File: config.mk
export PLATFORM = sky130hd
export DESIGN_NAME = nand_block_ecc
export DESIGN_NICKNAME = d
export VERILOG_FILES = /design/src/rtl/nand_ecc_pkg.sv /design/src/rtl/ecc_ctrl.sv /design/src/rtl/ecc_accum.sv /design/src/rtl/ecc_syndrome.sv /design/src/rtl/nand_block_ecc.sv
export SDC_FILE = /design/constraint.sdc
export NUM_CORES = 1
export LEC_CHECK = 0
export BUFFER_PORTS_ARGS = -buffer_cell sky130_fd_sc_hd__buf_4
export CAP_MARGIN = 20
export CORE_MARGIN = 3
export CORE_UTILIZATION = 24
export CTS_CLUSTER_SIZE = 8
export DETAILED_ROUTE_END_ITERATION = 6
export HOLD_SLACK_MARGIN = 0.02
export SLEW_MARGIN = 40
export SYNTH_ARGS = -nofsm -noshare
export SYNTH_HDL_FRONTEND = slang
export SYNTH_SLANG_ARGS = --single-unit
File: constraint.sdc
create_clock -name clk -period 13.6 [get_ports clk]
set_clock_uncertainty 0.15 [all_clocks]
set_input_delay 2.04 -clock clk [delete_from_list [all_inputs] [get_ports clk]]
set_output_delay 2.04 -clock clk [all_outputs]
set_load 0.005 [all_outputs]
File: src/rtl/nand_ecc_pkg.sv
package nand_ecc_pkg;

    localparam int BLK_BYTES = 512;
    localparam int BYTE_W    = $clog2(BLK_BYTES);
    localparam int BIT_W     = 3;
    localparam int PAIRS     = BYTE_W + BIT_W;
    localparam int CODE_W    = 2 * PAIRS;

    typedef logic [CODE_W-1:0] code_t;

    typedef enum logic [1:0] {
        ST_CLEAN   = 2'd0,
        ST_FIXED   = 2'd1,
        ST_CODEERR = 2'd2,
        ST_BAD     = 2'd3
    } blk_stat_e;

    typedef struct packed {
        blk_stat_e          stat;
        logic               invalid;
        logic [BYTE_W-1:0]  byte_loc;
        logic [BIT_W-1:0]   bit_loc;
    } blk_rep_t;

    // Parity contribution of one byte at a given offset inside its block.
    function automatic code_t byte_contrib(input logic [BYTE_W-1:0] idx,
                                           input logic [7:0] d);
        code_t      c;
        logic       xp;
        logic [7:0] m;
        c  = '0;
        xp = ^d;
        for (int k = 0; k < BIT_W; k++) begin
            for (int b = 0; b < 8; b++) begin
                m[b] = ((b >> k) & 1) == 1;
            end
            c[2*k+1] = ^(d & m);
            c[2*k]   = ^(d & ~m);
        end
        for (int j = 0; j < BYTE_W; j++) begin
            if (idx[j]) c[2*(BIT_W+j)+1] = xp;
            else        c[2*(BIT_W+j)]   = xp;
        end
        return c;
    endfunction

endpackage

File: src/rtl/ecc_ctrl.sv
module ecc_ctrl
    import nand_ecc_pkg::*;
#(
    parameter int NUM_BLK = 4,
    parameter int IDX_W   = 2
) (
    input  logic              clk,
    input  logic              rst,
    input  logic              arm_i,
    input  logic              valid_i,
    input  logic              last_i,
    input  logic              sw_clr_i,
    output logic              take_o,
    output logic [BYTE_W-1:0] idx_o,
    output logic [IDX_W-1:0]  blk_o,
    output logic              blk_end_o,
    output logic              early_o,
    output logic              done_o,
    output logic              mis_o
);

    localparam logic [BYTE_W-1:0] LAST_OFF = BYTE_W'(BLK_BYTES - 1);
    localparam logic [IDX_W-1:0]  LAST_BLK = IDX_W'(NUM_BLK - 1);

    logic              active_q;
    logic [BYTE_W-1:0] cnt_q;
    logic [IDX_W-1:0]  blk_q;
    logic              done_q, mis_q;
    logic              take, blk_end, early, close_pg;

    assign take     = active_q && valid_i && !arm_i;
    assign blk_end  = take && (cnt_q == LAST_OFF);
    assign early    = take && last_i && !blk_end;
    assign close_pg = (take && last_i) || (blk_end && (blk_q == LAST_BLK));

    always_ff @(posedge clk) begin
        if (rst) begin
            active_q <= 1'b0;
            cnt_q    <= '0;
            blk_q    <= '0;
            done_q   <= 1'b0;
            mis_q    <= 1'b0;
        end else begin
            if (sw_clr_i) begin
                done_q <= 1'b0;
                mis_q  <= 1'b0;
            end
            if (arm_i) begin
                active_q <= 1'b1;
                cnt_q    <= '0;
                blk_q    <= '0;
                done_q   <= 1'b0;
            end else if (take) begin
                cnt_q <= cnt_q + 1'b1;
                if (blk_end) blk_q <= blk_q + 1'b1;
                if (close_pg) begin
                    active_q <= 1'b0;
                    done_q   <= 1'b1;
                end
                if (early) mis_q <= 1'b1;
            end
        end
    end

    assign take_o    = take;
    assign idx_o     = cnt_q;
    assign blk_o     = blk_q;
    assign blk_end_o = blk_end;
    assign early_o   = early;
    assign done_o    = done_q;
    assign mis_o     = mis_q;

endmodule

File: src/rtl/ecc_accum.sv
module ecc_accum
    import nand_ecc_pkg::*;
(
    input  logic              clk,
    input  logic              rst,
    input  logic              clr_i,
    input  logic              take_i,
    input  logic [BYTE_W-1:0] idx_i,
    input  logic [7:0]        data_i,
    output code_t             code_o
);

    code_t acc_q, acc_d;

    always_comb begin
        acc_d = acc_q;
        if (take_i) acc_d = acc_q ^ byte_contrib(idx_i, data_i);
    end

    always_ff @(posedge clk) begin
        if (rst)        acc_q <= '0;
        else if (clr_i) acc_q <= '0;
        else            acc_q <= acc_d;
    end

    assign code_o = acc_d;

endmodule

File: src/rtl/ecc_syndrome.sv
module ecc_syndrome
    import nand_ecc_pkg::*;
(
    input  code_t    stored_i,
    input  code_t    calc_i,
    output blk_rep_t rep_o
);

    code_t            syn;
    logic [PAIRS-1:0] one_hot_pair;
    logic [PAIRS-1:0] odd_bits;

    assign syn = stored_i ^ calc_i;

    always_comb begin
        for (int p = 0; p < PAIRS; p++) begin
            one_hot_pair[p] = syn[2*p] ^ syn[2*p+1];
            odd_bits[p]     = syn[2*p+1];
        end
        rep_o = '0;
        if (syn == '0) begin
            rep_o.stat = ST_CLEAN;
        end else if (&one_hot_pair) begin
            rep_o.stat     = ST_FIXED;
            rep_o.bit_loc  = odd_bits[BIT_W-1:0];
            rep_o.byte_loc = odd_bits[PAIRS-1:BIT_W];
        end else if ($countones(syn) == 1) begin
            rep_o.stat = ST_CODEERR;
        end else begin
            rep_o.stat = ST_BAD;
        end
    end

endmodule

File: src/rtl/nand_block_ecc.sv
module nand_block_ecc
    import nand_ecc_pkg::*;
#(
    parameter int NUM_BLK = 4,
    localparam int IDX_W  = (NUM_BLK > 1) ? $clog2(NUM_BLK) : 1
) (
    input  logic              clk,
    input  logic              rst,
    input  logic              acc_start_i,
    input  logic [BYTE_W-1:0] acc_addr_lo_i,
    input  logic              data_valid_i,
    input  logic [7:0]        data_i,
    input  logic              data_last_i,
    input  logic              cmp_valid_i,
    input  logic [IDX_W-1:0]  cmp_idx_i,
    input  logic [CODE_W-1:0] cmp_code_i,
    input  logic              sw_clr_i,
    input  logic [IDX_W-1:0]  rd_idx_i,
    output logic [CODE_W-1:0] rd_code_o,
    output logic [1:0]        rd_status_o,
    output logic              rd_invalid_o,
    output logic [BYTE_W-1:0] rd_byte_o,
    output logic [BIT_W-1:0]  rd_bit_o,
    output logic              done_o,
    output logic              misalign_o
);

    logic              arm;
    logic              take, blk_end, early;
    logic [BYTE_W-1:0] off;
    logic [IDX_W-1:0]  blk;
    code_t             calc_code;
    code_t             slot_code [NUM_BLK];
    blk_rep_t          slot_rep  [NUM_BLK];
    blk_rep_t          cmp_rep;
    code_t             cmp_calc;

    assign arm = acc_start_i && (acc_addr_lo_i == '0);

    ecc_ctrl #(.NUM_BLK(NUM_BLK), .IDX_W(IDX_W)) ctrl_i (
        .clk       (clk),
        .rst       (rst),
        .arm_i     (arm),
        .valid_i   (data_valid_i),
        .last_i    (data_last_i),
        .sw_clr_i  (sw_clr_i),
        .take_o    (take),
        .idx_o     (off),
        .blk_o     (blk),
        .blk_end_o (blk_end),
        .early_o   (early),
        .done_o    (done_o),
        .mis_o     (misalign_o)
    );

    ecc_accum accum_i (
        .clk    (clk),
        .rst    (rst),
        .clr_i  (arm || blk_end || early),
        .take_i (take),
        .idx_i  (off),
        .data_i (data_i),
        .code_o (calc_code)
    );

    assign cmp_calc = slot_code[cmp_idx_i];

    ecc_syndrome synd_i (
        .stored_i (cmp_code_i),
        .calc_i   (cmp_calc),
        .rep_o    (cmp_rep)
    );

    for (genvar s = 0; s < NUM_BLK; s++) begin : g_slot
        always_ff @(posedge clk) begin
            if (rst) begin
                slot_code[s] <= '0;
                slot_rep[s]  <= '0;
            end else if (arm) begin
                slot_code[s] <= '0;
                slot_rep[s]  <= '0;
            end else begin
                if (blk_end && (blk == IDX_W'(s)))
                    slot_code[s] <= calc_code;
                if (early && (blk == IDX_W'(s)))
                    slot_rep[s].invalid <= 1'b1;
                if (cmp_valid_i && (cmp_idx_i == IDX_W'(s))) begin
                    slot_rep[s].stat     <= cmp_rep.stat;
                    slot_rep[s].byte_loc <= cmp_rep.byte_loc;
                    slot_rep[s].bit_loc  <= cmp_rep.bit_loc;
                end
            end
        end
    end

    assign rd_code_o    = slot_code[rd_idx_i];
    assign rd_status_o  = slot_rep[rd_idx_i].stat;
    assign rd_invalid_o = slot_rep[rd_idx_i].invalid;
    assign rd_byte_o    = slot_rep[rd_idx_i].byte_loc;
    assign rd_bit_o     = slot_rep[rd_idx_i].bit_loc;

endmodule

Word-level counts from Yosys, hierarchy flattened
Memories as Yosys holds them, arrays and structs flattened.
Index checks and enable logic that the tools add are counted.
{"block": "word_totals", "register_bits": 38, "ramBits": 156, "in_bits": 52, "out_inout_bits": 41, "memories": 2}
{"name": "slot_code", "depth": 4, "width": 24, "read_ports": 2, "rd_ports_with_merged_regs": 0, "write_ports": 4, "line_no": "nand_block_ecc.sv:33", "text": "code_t slot_code [NUM_BLK];"}
{"name": "slot_rep", "depth": 4, "width": 15, "read_ports": 1, "rd_ports_with_merged_regs": 0, "write_ports": 4, "line_no": "nand_block_ecc.sv:34", "text": "blk_rep_t slot_rep [NUM_BLK];"}
{"block": "op_classes", "add_sub_neg": 25, "eq_ne": 8, "muxes": 133, "n_bitwise": 42, "reduce_logical": 41}
{"op": "32-bit adder", "count": 11}
{"op": "24-bit 2-to-1 mux", "count": 9}
{"op": "1-bit 2-to-1 mux", "count": 104}
{"op": "15-bit 2-to-1 mux", "count": 4}
{"op": "8-bit parity", "count": 7}
{"op": "24-bit XOR", "count": 2}
{"op": "9-bit 2-to-1 mux", "count": 4}
{"op": "32-bit by 2-bit equality test with 1-bit output (second input constant)", "count": 1}
{"op": "1-bit bitwise OR", "count": 28}
{"op": "1-bit by 1-bit adder with 2-bit output", "count": 12}
{"op": "24-bit zero test", "count": 1}
{"op": "12-bit 2-to-1 mux", "count": 2}
{"op": "1-bit logical AND", "count": 18}
{"op": "2-bit 2-to-1 mux", "count": 6}
{"op": "3-bit 2-to-1 mux", "count": 4}
{"op": "12-bit AND reduction", "count": 1}
{"op": "1-bit XOR", "count": 12}
{"op": "9-bit by 1-bit adder with 9-bit output (second input constant)", "count": 1}
{"op": "9-bit equality test (second input constant)", "count": 1}
{"op": "9-bit zero test", "count": 1}
{"op": "2-bit equality test (second input constant)", "count": 4}
{"op": "2-bit by 1-bit equality test with 1-bit output (second input constant)", "count": 2}
{"op": "2-bit zero test", "count": 2}
{"op": "2-bit AND reduction", "count": 2}
{"op": "other kinds (5)", "count": 10}

Logic depth before layout (Yosys ltp)
{"block": "logic_depth", "ltp_word": 13, "mapped_depth": 25}

Hierarchy
Synthesis repeated with hierarchy kept, for this count alone.
{"block": "unflattened", "cells_unflattened": 873, "area_unflattened_um2": 10896.7}
{"mod": "nand_block_ecc", "n_inst": 1, "cells_each": 501, "area_each_um2": 7621.1}
{"mod": "ecc_accum", "n_inst": 1, "cells_each": 158, "area_each_um2": 1331.3}
{"mod": "ecc_syndrome", "n_inst": 1, "cells_each": 139, "area_each_um2": 1291.2}
{"mod": "ecc_ctrl", "n_inst": 1, "cells_each": 75, "area_each_um2": 653.1}

Least setup slack after synthesis
No wires, ideal clock.
{"block": "synth_timing", "path_kind": "input -> register", "startpoint": "input cmp_idx_i[0]", "endpoint": "memory slot_rep[0][13] (netlist bit) (data pin)", "arrival_ns": 7.544, "t_required_ns": 13.191, "slack_ns": 5.647, "path_stages": 21, "cell_sequence": "buf_2 -> buf_2 -> mux4_2 -> xnor2_1 -> inv_1 -> ha_1 -> inv_1 -> fa_1 -> fa_1 -> fa_1 -> fa_1 -> fa_1 -> inv_1 -> ha_1 -> inv_1 -> fa_1 -> nand4b_1 -> nor4_1 -> a21oi_1 -> nor2_1 -> nor2_1"}
{"element": "from (decl)", "line_no": "nand_block_ecc.sv:15", "text": "input logic [IDX_W-1:0] cmp_idx_i,"}
{"element": "to (decl)", "line_no": "nand_block_ecc.sv:34"}

==> out/metrics.yaml <==
floorplan.die_area_sq_um: 45160
finish.instance_area_sq_um: 12110
synth_top_area_cell: "edfxtp_1"
synth_edf_count: 156
detail_route.wirelength.met1_microns: 11200
synth_top_cells_by_count: "edfxtp_1 (156), nor2_1 (108), a21oi_1 (96), inv_1 (65), mux4_2 (63)"
power.density_cell_area_nw_per_um2: 151.1
root_buffer: "clkbuf_16"
routed-wl-met2_microns: 13370
worst_case_setup_slack_after_placement_ns: 5.199
drt-vias-per-instance: 4.646
worst_ir_drop_vdd_v: 0.0001233
synth.ff_latch_count: 194
postRouteWirelength_microns: 27140
grt_max_degree: 40
post_cts_hold_buffer_count: 0
fin_setup_tns_ns: 0
fin_total_pwr_w: 0.001830
initial_core_util_pct: 24.35
clock_sink_count: 194
placed_area_sq_um: 11560
drtPass1Iterations: 5
grt_antenna_before_repair: 1
critical_path_arrival_ns: 7.98
postCtsSetupRepairBufs: 0
end_kind: "flop"
num-nets-final: 992
hold_slack_ns: 0.3559
boundaryPins: 93
yosysWarningCount: 0
setup.worst_path.class: "primary input to flop"
setup_viol: 0
clock_buffer_depth: 2
critical_path.top_delay_family: "adder cells"
die_w_microns: 212.5
final_antenna_net_count: 0
diode_count: 0
timing_hold_violations_final: 0
global_route.overflow_total: 0
critical_path_required_ns: 13.64
crit_path_start_kind: "primary input"
drv_slew: 0
synthDistinctLibCells: 39
flow.area_growth_from_synthesis_pct: 18.30
layout-drive-gt1-share_pct: 23.60
synth.top_cells.by_area: "edfxtp_1 (46%), mux4_2 (14%), dfxtp_1 (7.4%)"
h-tree-depth: 4
run_status: "complete, no violations"
postLayoutSetupSlackWorst_ns: 5.664
hp-class: "flop to flop"
worst_skew_pair.late_latency_ns: 0.44
cpPeakStageDelay_ns: 0.61
synth_top_area_share_pct: 45.76
timing.critical_path.cells: "buf_4 > mux4_2 > xnor2_1 > ha_1 > inv_1 > fa_1 > fa_1 > fa_1 > fa_1 > fa_1 > inv_1 > ha_1 > inv_1 > fa_1 > nand4b_1 > nor4_1 > a21oi_1 > nor2_1 > nor2_1"
synth_cells: 798
port-buffer-count: 92
die_y_microns: 212.5
worst-slew-pin-transition_ns: 0.8313
final.fill_count: 4304
postCtsResizedCells: 0
numCtsBuffers: 17
core_area_sq_um: 42040
synthMostInstantiatedCell: "edfxtp_1"
total_leakage_power_nw: 4.342
max_slew_margin_pct: 44.18
yosys_most_used_dff: "edfxtp_1"
multi_input_gate_area_sq_um: 4399
detail_route.wl_per_cell_microns: 18.94
layout_min_cycle_time_ns: 7.936
count_of_max_cap_constraint_violations: 0
routed.top_layer: "met5"
global_route_wire_length_before_repair_microns: 41150
ff_latch_area_sq_um: 5445
routed-via-count: 6658
tritoncts_clock_tree: "built"
synth-seq-area-share_pct: 53.20
route.met3.wl_microns: 2170
std_cell_rows: 75
syn_nets: 909
worst-path-buf-inv: 4
first_iter_violations: 544
global_route_total_usage_across_every_layer_pct: 12.18
remaining_drc_errors: 0
first_global_vias: 6732
worst_setup_hold_path_clk_slew_ns: 0.07
avgSynthCellArea_sq_um: 12.83
fraction_of_registers_with_async_set_or_reset_after_synthesis_pct: 0
syn-cell-area_sq_um: 10240
period_share_pct: 58.35
worst_path_cell_with_the_longest_stage_delay: "mux4_2"
timing.critical_path.fanout_max: 28
cell_repeated_most_along_the_worst_path: "fa_1"
place_hpwl_microns: 18670
gpl.final_weighted_congestion: 0.8380
fmaxAchievable_mhz: 126.0
unrepaired_setup_endpoints_after_global_routing: "false"
==> metal layers <==
metal,up-vias,global-route usage [%]
met5,-,0
li1,3074,-
met4,2,3.189
met2,227,20.00
met1,3327,16.01
met3,28,3.276
==> path summary, 6_finish.rpt <==
kind,from,endpoint,slack [ns],depth (start not counted)
worst max-delay path,cmp_idx_i[0],slot_rep[2][13],5.66,19
worst min-delay path,ctrl_i.active_q,ctrl_i.active_q,0.36,2
worst max register to register,slot_code[3][3],slot_rep[2][13],7.43,18
worst min register to register,ctrl_i.active_q,ctrl_i.active_q,0.36,2
==> state kept, by name, summed over array words and instances (netlist names) <==
name and count:
ctrl_i.blk_o 2, slot_rep 60, accum_i.acc_q 24, ctrl_i.done_o 1
ctrl_i.active_q 1, ctrl_i.mis_o 1, ctrl_i.idx_o 9, slot_code 96
==> stage by stage <==
stage | instances | util [%]
after floorplan | 798 | -
after global placement | 1400 | 27.41
after detailed placement | 1401 | 27.49
after CTS | 1433 | 28.80
after global routing | 1433 | 28.80
final | 1433 | 28.80
==> power by group <==
group	total (W)	leakage, nW	internal, W	switching (W)
Sequential	0.000672	1.85	0.000663	0.00000856
Clock	0.000485	0.261	0.000240	0.000246
Combinational	0.000673	2.23	0.000300	0.000373
==> cell families after synthesis <==
| family | count (synthesis) | synth area share, % |
|---|---|---|
| AO/OA/AOI/OAI | 123 | 6.466 |
| XOR/XNOR | 52 | 4.449 |
| adder cells (fa/ha/maj) | 59 | 8.605 |
| buffers and inverters | 104 | 4.058 |
| flip-flops | 194 | 53.20 |
| multiplexers | 63 | 13.86 |
| AND/OR/NAND/NOR | 203 | 9.363 |
==> layout make-up <==
class	instances	area share [%]
timing repair buffer	103	6.582
clock inverter	15	1.023
tap	539	5.569
multi-input combinational	500	36.33
clock buffer	17	3.513
sequential	194	44.97
inverter	65	2.015
==> layout by cell type (no fill, tap or decap), types with 5 or more instances in the layout <==
cell type    n
o31ai_1      9
inv_1       65
xor2_1      16
xnor2_1     35
edfxtp_1   156
ha_1        40
buf_4      101
clkbuf_16   17
nand2b_1    10
o21ai_1      5
or3_1       10
nor2_1     108
or4_1        7
dfxtp_1     38
fa_1        19
nand4_1     11
nand2_1     28
o21ai_0      6
a21oi_1     96
mux4_2      63
==> worst min-delay path, delay by kind of cell (launching register included) <==
family,cells,cell delay [ns]
compound gates,2,0.14
flops,1,0.32
Power figures use the tool's default switching activity.
